`src/rtl/sbw_pkg.sv`:
```
package sbw_pkg;
  localparam int LANE_W  = 9;
  localparam int LANES   = 2;
  localparam int WORD_W  = LANE_W * LANES;
  localparam int BURST_W = 2;
endpackage

```
`src/rtl/sbw_wr_decode.sv`:
```
module sbw_wr_decode
  import sbw_pkg::*;
(
  input  logic             clk,
  input  logic             rst_n,
  input  logic             sel,
  input  logic             proc_ld_n,
  input  logic             gw_n,
  input  logic             bwe_n,
  input  logic [LANES-1:0] bw_n,
  output logic [LANES-1:0] lane_we
);

  always_comb begin
    lane_we = '0;
    if (sel && proc_ld_n) begin
      if (!gw_n)       lane_we = '1;
      else if (!bwe_n) lane_we = ~bw_n;
    end
  end

  assert_proc_load_no_write_R3: assert property (@(posedge clk) disable iff (!rst_n)
    !proc_ld_n |-> lane_we == '0);

  assert_global_write_full_R7: assert property (@(posedge clk) disable iff (!rst_n)
    (sel && proc_ld_n && !gw_n) |-> &lane_we);

  assert_bwe_off_no_write_R10: assert property (@(posedge clk) disable iff (!rst_n)
    (gw_n && bwe_n) |-> lane_we == '0);

endmodule

```
`src/rtl/sbw_burst_addr.sv`:
```
module sbw_burst_addr
  import sbw_pkg::*;
#(
  parameter int ADDR_W = 4
) (
  input  logic              clk,
  input  logic              rst_n,
  input  logic              sel,
  input  logic              load,
  input  logic              adv_n,
  input  logic [ADDR_W-1:0] ld_addr,
  output logic [ADDR_W-1:0] nxt_addr,
  output logic [ADDR_W-1:0] cur_addr
);

  always_comb begin
    nxt_addr = cur_addr;
    if (load)
      nxt_addr = ld_addr;
    else if (sel && !adv_n)
      nxt_addr = {cur_addr[ADDR_W-1:BURST_W], cur_addr[BURST_W-1:0] + BURST_W'(1)};
  end

  always_ff @(posedge clk) begin
    if (!rst_n) cur_addr <= '0;
    else        cur_addr <= nxt_addr;
  end

  assert_load_takes_addr_R2: assert property (@(posedge clk) disable iff (!rst_n)
    load |=> cur_addr == $past(ld_addr));

  assert_suspend_holds_R6: assert property (@(posedge clk) disable iff (!rst_n)
    (sel && !load && adv_n) |=> $stable(cur_addr));

  assert_advance_wraps_R5: assert property (@(posedge clk) disable iff (!rst_n)
    (sel && !load && !adv_n) |=>
      (cur_addr[ADDR_W-1:BURST_W] == $past(cur_addr[ADDR_W-1:BURST_W])) &&
      (cur_addr[BURST_W-1:0] == BURST_W'($past(cur_addr[BURST_W-1:0]) + 1'b1)));

  assert_deselect_holds_R1: assert property (@(posedge clk) disable iff (!rst_n)
    !sel |=> $stable(cur_addr));

endmodule

```
`src/rtl/sbw_lane_array.sv`:
```
module sbw_lane_array
  import sbw_pkg::*;
#(
  parameter int ADDR_W = 4
) (
  input  logic              clk,
  input  logic [LANES-1:0]  we,
  input  logic [ADDR_W-1:0] waddr,
  input  logic [WORD_W-1:0] wdata,
  input  logic [ADDR_W-1:0] raddr,
  output logic [WORD_W-1:0] rdata
);

  localparam int DEPTH = 1 << ADDR_W;

  for (genvar l = 0; l < LANES; l++) begin : g_lane
    logic [LANE_W-1:0] cells [DEPTH];

    always_ff @(posedge clk) begin
      if (we[l]) cells[waddr] <= wdata[l*LANE_W +: LANE_W];
    end

    assign rdata[l*LANE_W +: LANE_W] = cells[raddr];
  end

endmodule

```
`src/rtl/burst_sram_core.sv`:
```
module burst_sram_core
  import sbw_pkg::*;
#(
  parameter int ADDR_W = 4
) (
  input  logic              clk,
  input  logic              rst_n,
  input  logic [ADDR_W-1:0] addr,
  input  logic              proc_strobe_n,
  input  logic              ctrl_strobe_n,
  input  logic              adv_n,
  input  logic              en1_n,
  input  logic              en2_n,
  input  logic              en3,
  input  logic              gw_n,
  input  logic              bwe_n,
  input  logic [LANES-1:0]  bw_n,
  input  logic              oe_n,
  input  logic [WORD_W-1:0] din,
  output logic [WORD_W-1:0] dout,
  output logic              dout_en
);

  logic              sel;
  logic              load;
  logic [LANES-1:0]  lane_we;
  logic [ADDR_W-1:0] nxt_addr;
  logic [ADDR_W-1:0] cur_addr;
  logic [WORD_W-1:0] rdata;

  assign sel  = !en1_n && !en2_n && en3;
  assign load = sel && (!proc_strobe_n || !ctrl_strobe_n);

  sbw_wr_decode u_decode (
    .clk       (clk),
    .rst_n     (rst_n),
    .sel       (sel),
    .proc_ld_n (proc_strobe_n),
    .gw_n      (gw_n),
    .bwe_n     (bwe_n),
    .bw_n      (bw_n),
    .lane_we   (lane_we)
  );

  sbw_burst_addr #(.ADDR_W(ADDR_W)) u_addr (
    .clk      (clk),
    .rst_n    (rst_n),
    .sel      (sel),
    .load     (load),
    .adv_n    (adv_n),
    .ld_addr  (addr),
    .nxt_addr (nxt_addr),
    .cur_addr (cur_addr)
  );

  sbw_lane_array #(.ADDR_W(ADDR_W)) u_array (
    .clk   (clk),
    .we    (lane_we),
    .waddr (nxt_addr),
    .wdata (din),
    .raddr (cur_addr),
    .rdata (rdata)
  );

  assign dout_en = sel && !oe_n && (lane_we == '0);
  assign dout    = dout_en ? rdata : '0;

  assert_oe_high_no_drive_R11: assert property (@(posedge clk) disable iff (!rst_n)
    oe_n |-> !dout_en);

  assert_write_no_drive_R11: assert property (@(posedge clk) disable iff (!rst_n)
    (lane_we != '0) |-> !dout_en);

  assert_deselect_quiet_R1: assert property (@(posedge clk) disable iff (!rst_n)
    !sel |-> (!dout_en && lane_we == '0));

endmodule

```
`config.mk`:
```
export PLATFORM = sky130hd
export DESIGN_NAME = burst_sram_core
export DESIGN_NICKNAME = d
export VERILOG_FILES = /design/src/rtl/sbw_pkg.sv /design/src/rtl/sbw_wr_decode.sv /design/src/rtl/sbw_burst_addr.sv /design/src/rtl/sbw_lane_array.sv /design/src/rtl/burst_sram_core.sv
export SDC_FILE = /design/constraint.sdc
export NUM_CORES = 1
export LEC_CHECK = 0
export CAP_MARGIN = 20
export CORE_MARGIN = 5
export CORE_UTILIZATION = 35
export CTS_BUF_LIST = sky130_fd_sc_hd__clkbuf_4
export DETAILED_ROUTE_END_ITERATION = 16
export DONT_BUFFER_PORTS = 1
export SLEW_MARGIN = 20
export SYNTH_ARGS = -nofsm -noshare
export SYNTH_HDL_FRONTEND = slang
export SYNTH_SLANG_ARGS = --single-unit
export TNS_END_PERCENT = 20
```
`constraint.sdc`:
```
create_clock -name clk -period 2.7 [get_ports clk]
set_input_delay 0.135 -clock clk [delete_from_list [all_inputs] [get_ports clk]]
set_output_delay 0.135 -clock clk [all_outputs]
set_load 0.02 [all_outputs]
```
# == Yosys cells after proc, flatten, opt, wreduce, memory -nomap -nowiden ==
# Memory sizes are Yosys's and may differ from the RTL's. A register that Yosys moved wholly into a read port is not among the register bits.
# Cells that the tools add are included.
# word_totals
n_memories,2
ram_bits,288
output_inout_bits,19
word_cells,32
register_bits,4
input_bits,35
# op_classes
muxes,12
reduce_logical,15
n_bitwise,1
addsub,1
# mem_list
memory,depth,width,rd,rd_ports_with_merged_regs,wr,line,source
u_array.g_lane[0].cells,16,9,1,1,1,sbw_lane_array.sv:17,logic [LANE_W-1:0] cells [DEPTH];
u_array.g_lane[1].cells,16,9,1,1,1,sbw_lane_array.sv:17,
# op_table
op,count
2-to-1 mux 18 bit,1
2-to-1 mux 4 bit,3
2-to-1 mux 2 bit,4
logical AND 1 bit,7
zero test 1 bit,6
2-to-1 mux 1 bit,4
adder 2 x 1 -> 2 bit (second input constant),1
zero test 2 bit,1
inverter 2 bit,1
logical OR 1 bit,1

# == Depth between registers and ports, before layout ==
# Gate-level depths: netlist (run 1).
# logic_depth
depth_word,8
depth_mapped,7
depth_no_buf,4

# == Modules after synthesis ==
# From an unflattened synthesis (run 1), not the netlist that was laid out.
# hier_totals
cells_unflattened,543
hier_area_um2,11586.1
# modules_own_cells
module,seq_area_each_um2,n_inst,area_per_inst_um2,cells_each
sbw_lane_array,8648.3,1,11063.1,488
burst_sram_core,0.0,1,270.3,27
sbw_burst_addr,80.1,1,230.2,24
sbw_wr_decode,0.0,1,22.5,4

# == Least setup slack after synthesis (run 1) ==
# OpenSTA, ideal clock, no wires.
# synth_path
path_kind,input to register
from,input port en1_n
to,memory u_array.g_lane[1].cells[4][0] (enable)
n_path_buf,1
cell_stages,5
required_time_ps,2326
path_slack_ps,700
t_arrival_ps,1626
setup_time_ps,374
path_cell_list,or3b_1 buf_2 nor4b_1 o21ai_0 nor2_1
# synth_between
elab_chain_len,7
word_cells_on_any_way,11
classes_between,mux: 5; reduce/logical: 6
# synth_rtl
item,line,source
from (decl),burst_sram_core.sv:12,"input logic en1_n,"
zero test 1 bit (*),burst_sram_core.sv:31,assign sel = !en1_n && !en2_n && en3;
logical AND 1 bit (*) (2 in series),burst_sram_core.sv:31,
logical AND 1 bit,sbw_wr_decode.sv:16,if (sel && proc_ld_n) begin
2-to-1 mux 2 bit,sbw_wr_decode.sv:16,
2-to-1 mux 1 bit,sbw_lane_array.sv:20,if (we[l]) cells[waddr] <= wdata[l*LANE_W +: LANE_W];
2-to-1 mux 1 bit (not written as such),sbw_lane_array.sv:20,
to (decl),sbw_lane_array.sv:17,
# Mark *: on every way between the ends. The rest lies on a longest branch, timed or not.

==> qor.yml, run 1 <==
combPwrFrac: 0.054
setup.worst_path.start: "u_addr.cur_addr[0]"
netlist.top_cell.by_area: "edfxtp_1"
root_buffer: "clkbuf_4"
reg2reg_setup_slack_ns: 0.57
switching_power_w: 0.00187
routed-wl-met2_mm: 12.1
pwr-share-clk: 0.384
drive_gt1_frac: 0.355
critPathLaunchType: "register"
synthCells: 541
synth_top_area_frac: 0.753
p_int_w: 0.00703
swShare: 0.210
yosysMostFrequentCell: "edfxtp_1"
critical_path_class: "reg2out"
io-pin-count: 54
fmax_mhz: 376
synth_edf_count: 288
synth_nets: 576
highest-signal-layer: "met4"
rsz0062_at_grt: "yes"
antenna_found_initial: 1
critPathCaptureType: "primary output"
yosys_warnings: 0
setup_violations: 0
cts_buffer_depth: 3
synth-seq-area-share: 0.760
crit_arrival_ns: 2.52
reg2reg_to: "u_array.g_lane[1].cells[0][7]"
hpwlAfterDp_mm: 16.6
hp-class: "in2reg"
reg2reg_from: "u_addr.cur_addr[2]"
firstDrtPassIters: 5
rr_worst_depth: 4
numCtsBuffers: 71
ys_seq_elements: 292
grt_overflow: 0
powerDensity_nw_per_um2: 654
die_w_um: 191
ys_async_sr_fraction: 0
endpoint: "dout[12]"
routed_wl_mm: 26.4
power_leakage_nw: 4.27
num_rows: 66
placed_cells_incl_taps: 1017
peakVddDrop_v: 0.000425
grt_max_degree: 37
placed_area_um2: 12400
fin_crit_sh: 0.984
place_congestion: 0.777
layout_min_cycle_time_ns: 2.66
stdcell_area_um2: 13600
wl_met1_mm: 10.7
syn_to_final_growth_pct: 18.6
layoutNonFillerInstCount: 1164
path_max_fanout: 18
syn_avg_cell_area_um2: 21.2
vias: 6052
wl_met3_mm: 3.02
postRouteAntennaNets: 0
synth.distinct_cells: 37
io_buffers: 0
tightest_slew_ns: 0.977
grt_usage: 0.148
syn_area_um2: 11500
grt_pass1_vias: 6451
hold_viol_final: 0
grt_pass1_wl_mm: 40.0
power.total_w: 0.00890
nNetsFinal: 712
dieHeight_um: 191
required_ns: 2.57
worstHoldStart: "proc_strobe_n"
wire_per_inst_um: 22.7
final_util: 0.419
synth_area_leaders: "edfxtp_1, mux4_2, mux2i_1, nor2_1, o22ai_1"
cts_tree: "built"
post-route-drc-count: 0
seq_power_share: 0.562
hold_ws_ns: 0.113
clock_sinks: 292
viasPerCell: 5.20
htreeDepth: 3
clkLatencyLatePin_ns: 0.67
clk_pin_slew_ns: 0.07
initial_core_util: 0.354
status: "finished, final reports clean"
drt-initial-drc-count: 601
drv_cap: 0
synth_ff_type: "edfxtp_1"
synth_common_cells: "edfxtp_1, mux4_2, mux2i_1, nor2_1, o22ai_1"
hold_path_depth: 4
fin_skew_ns: 0.0370
coreArea_um2: 32500
drv_slew: 0
maxSlewHeadroom: 0.347
dieArea_um2: 36500
-- cell usage in the layout, fill, tap and decap left out, drive strengths merged, types with 2 or more instances in the layout --
cell type and instances:
edfxtp 288, clkbuf 103, mux4 72, buf 64, nor2 36, mux2i 36, dlygate4sd3 25, o22ai 19
nand2 12, o21ai 11, clkinv 9, a21oi 5, dfxtp 4, diode 3, nand2b 3, and3 3
nor3b 3, nor4b 3, inv 3, xor2 2, nor3 2, a21boi 2
-- how the worst min path moves through the flow --
stage	end	slack [ns]
floorplan	u_array.g_lane[0].cells[0][0]	0.23
global placement	u_array.g_lane[0].cells[8][4]	0.24
detailed placement	u_array.g_lane[0].cells[13][4]	0.24
CTS	u_addr.cur_addr[2]	0.03
global route	u_addr.cur_addr[2]	0.09
finish	u_addr.cur_addr[2]	0.11
-- worst max-delay path, cell delays in order (launching register included) --
cell	delay (ns)
dfxtp_4	0.46
bufbuf_16	0.37
mux4_2	0.56
mux2i_1	0.19
o22ai_1	0.11
buf_4	0.17
-- cell type report --
cell class              count  area (um^2)
clock buffers             103          773
repair buffers             90          836
fillers                  2884        18800
clock inverters            12         72.6
flip-flops and latches    292         8740
multi-input cells         221         2630
well taps                 442          553
diodes                      3         7.51
inverters                   1         3.75
-- through the flow --
stage	TNS [ns]	setup WS, ns
floorplan	0	0.700
global placement	0	0.366
detailed placement	0	0.280
CTS	-0.0183	-0.0159
global route	-0.766	-0.0779
finish	0	0.0422
-- routing by layer --
metal,vias to the layer above,GRT usage
met5,-,0
met4,0,0.0500
met3,60,0.0546
met2,316,0.219
met1,3082,0.203
li1,2594,-
-- power by group through the flow --
stage,logic (W),clock network [W],registers (W)
final,0.000479,0.00342,0.00500
after global routing,0.000514,0.00378,0.00500
after CTS,0.000488,0.00354,0.00500
after detailed placement,0.000349,0,0.00510
after global placement,0.000345,0,0.00510
after floorplan,0.000259,0,0.00509
-- cells by family (layout without fill, tap and decap cells) --
group / count (synthesis) / count (layout) / synth area share
AND/OR/NAND/NOR: 67 / 67 / 0.0283
AO/OA/AOI/OAI: 44 / 44 / 0.0250
flip-flops: 292 / 292 / 0.760
XOR/XNOR: 2 / 2 / 0.00153
buffers and inverters: 28 / 206 / 0.0122
multiplexers: 108 / 108 / 0.173
other: 0 / 3 / 0
-- flip-flops by register name, summed over array words and instances, names as in the netlist --
| name | cells |
|---|---|
| u_array.g_lane.cells | 288 |
| u_addr.cur_addr | 4 |
-- timing repair --
action / 4_1_cts / 5_1_grt
endpoints found under the hold margin: 296 / 0
gates resized for setup: 10 / 1
setup buffers: 2 / 1
cloned: 2 / 0
hold buffers: 25 / 0
endpoints found under the setup margin: 18 / 18
Power figures use the tool's default switching activity.
==> run 2: changes to the inputs <==
PLACE_DENSITY = 0.59   (was default)
==> run 2 against run 1 <==
Net effect: die area is the same; flip-flop and latch count unchanged; clock skew is 0.0039 ns lower; largest power group unchanged; final area is 2.2% higher; wire length shrank 0.70%; via count shrank 0.61%; critical path type unchanged; non-clock buffer count rose by 27; cell count up 2.9%; hold slack got worse by 0.055 ns; clock power up 1%.
==> qor.yml, run 2 (synthesis gave the netlist of run 1 again) <==
cts_buffer_depth: 3  # unchanged
powerDensity_nw_per_um2: 645  # -1.4%
viasPerCell: 5.02  # -3.4%
critPathCaptureType: "primary output"
drive_gt1_frac: 0.378  # +0.0233
top_register: "u_array.g_lane.cells"
crit_arrival_ns: 2.50  # -0.02 ns
antenna_found_initial: 1  # unchanged
root_buffer: "clkbuf_4"
grt_usage: 0.144  # -0.00394
drv_cap: 0  # unchanged
power.total_w: 0.00897  # +0.80%
dieHeight_um: 191  # unchanged
routed_wl_mm: 26.2  # -0.70%
hp-class: "in2reg"
clock_sinks: 292  # unchanged
critPathLaunchType: "register"
fin_skew_ns: 0.0331  # -0.00394 ns
placed_cells_incl_taps: 1022  # +0.49%
largest_reg_flops: 288  # unchanged
initial_core_util: 0.354  # unchanged
critical_path_class: "reg2out"
final_cell_mix: "edfxtp_1, clkbuf_4, buf_4"
drv_slew: 0  # unchanged
postRouteAntennaNets: 0  # unchanged
peakVddDrop_v: 0.000358  # -16%
setup_violations: 0  # unchanged
syn_to_final_growth_pct: 21.2
num_rows: 66  # unchanged
io-pin-count: 54  # unchanged
grt_max_degree: 27  # -27%
fmax_mhz: 380  # +0.98%
required_ns: 2.57  # about the same
fin_crit_sh: 0.975  # -0.00957
hpwlAfterDp_mm: 16.0  # -3.7%
layoutNonFillerInstCount: 1198  # +2.9%
numCtsBuffers: 73  # +2.8%
power_leakage_nw: 4.43  # +3.8%
drt-initial-drc-count: 476  # -21%
grt_pass1_wl_mm: 38.9  # -2.7%
dieArea_um2: 36500  # unchanged
tns_ns: 0  # unchanged
firstDrtPassIters: 5  # unchanged
dp_slack_ns: 0.171  # -0.109 ns
htreeDepth: 3  # unchanged
post-route-drc-count: 0  # unchanged
place_congestion: 0.814  # +4.8%
maxSlewHeadroom: 0.408  # +0.0609
clkLatencyLatePin_ns: 0.69  # +0.02 ns
clk_pin_slew_ns: 0.07  # about the same
setup_slack_ns: 0.0681  # +0.0258 ns
grt_pass1_vias: 6339  # -1.7%
path_max_fanout: 5  # -13
die_w_um: 191  # unchanged
grt_overflow: 0  # unchanged
hold_viol_final: 0  # unchanged
status: "finished, final reports clean"
hold_ws_ns: 0.0583  # -0.0545 ns
mostFrequentLayoutCell: "edfxtp_1"
io_buffers: 0  # unchanged
cts_tree: "built"
vias: 6015  # -0.61%
rsz0062_at_grt: "yes"
layout_min_cycle_time_ns: 2.63  # -0.0258 ns
nNetsFinal: 741  # +4.1%
wire_per_inst_um: 21.9  # -3.5%
coreArea_um2: 32500  # unchanged
tightest_slew_ns: 0.888  # -0.0888 ns
top_regs: "u_array.g_lane.cells (288), u_addr.cur_addr (4)"
-- run 2: cell types whose count changed in the layout (fill, tap and decap cells not counted), sizes merged --
cell,delta
dlygate4sd3,+5
diode,-1
bufinv,-1
clkinv,+6
buf,+22
bufbuf,-1
clkbuf,+4
-- run 2: final cells by class --
| type | count | area, um^2 |
|---|---|---|
| sequential | 292 | 8740 |
| antenna | 2 | 5.00 |
| clock inverter | 17 | 65.1 |
| timing repair buffer | 117 | 1070 |
| multi-input combinational | 221 | 2680 |
| clock buffer | 106 | 796 |
| fill | 2857 | 18500 |
| tap | 442 | 553 |
| inverter | 1 | 3.75 |
-- run 2: repair_timing --
item,in CTS,in global routing
gates cloned,0,1
pin swaps,0,0
endpoints found under the hold margin,292,0
resized for setup,7,13
endpoints found under the setup margin,18,16
hold buffers,30,0
buffers inserted,8,12
-- run 2: path summary, 6_finish.rpt --
check | endpoint | slack, ns | from | cells past startpoint
setup / recovery | dout[14] | 0.07 | u_addr.cur_addr[0] | 7
hold reg to reg | u_addr.cur_addr[3] | 1.13 | u_addr.cur_addr[3] | 3
hold / removal | u_array.g_lane[0].cells[2][7] | 0.06 | addr[0] | 3
setup reg to reg | u_array.g_lane[1].cells[9][7] | 0.49 | u_addr.cur_addr[0] | 6
-- run 2: layer usage --
layer,up-vias,part of all wire,routed length [um],GRT usage
met5,-,0,0,0
met3,48,0.085,2230,0.0533
li1,2649,-,-,-
met4,0,0.022,571,0.0494
met2,228,0.47,12400,0.220
met1,3090,0.42,11000,0.191
-- run 2: worst max-delay path: stages (launching register included) --
cell     delay (ns)
dfxtp_4        0.40
buf_6          0.15
buf_4          0.12
buf_4          0.15
mux4_2         0.50
mux2i_1        0.20
o22ai_2        0.14
buf_6          0.17
-- run 2: where the power goes --
part	internal (W)	switching, W
registers	0.00499	0.00000733
clock network	0.00179	0.00168
logic	0.000241	0.000266
-- run 2: stage by stage --
stage	instance area [um^2]	util
2_1_floorplan	11500	-
3_3_place_gp	12400	0.383
3_5_place_dp	12400	0.383
4_1_cts	13700	0.422
5_1_grt	13900	0.429
6_report	13900	0.429
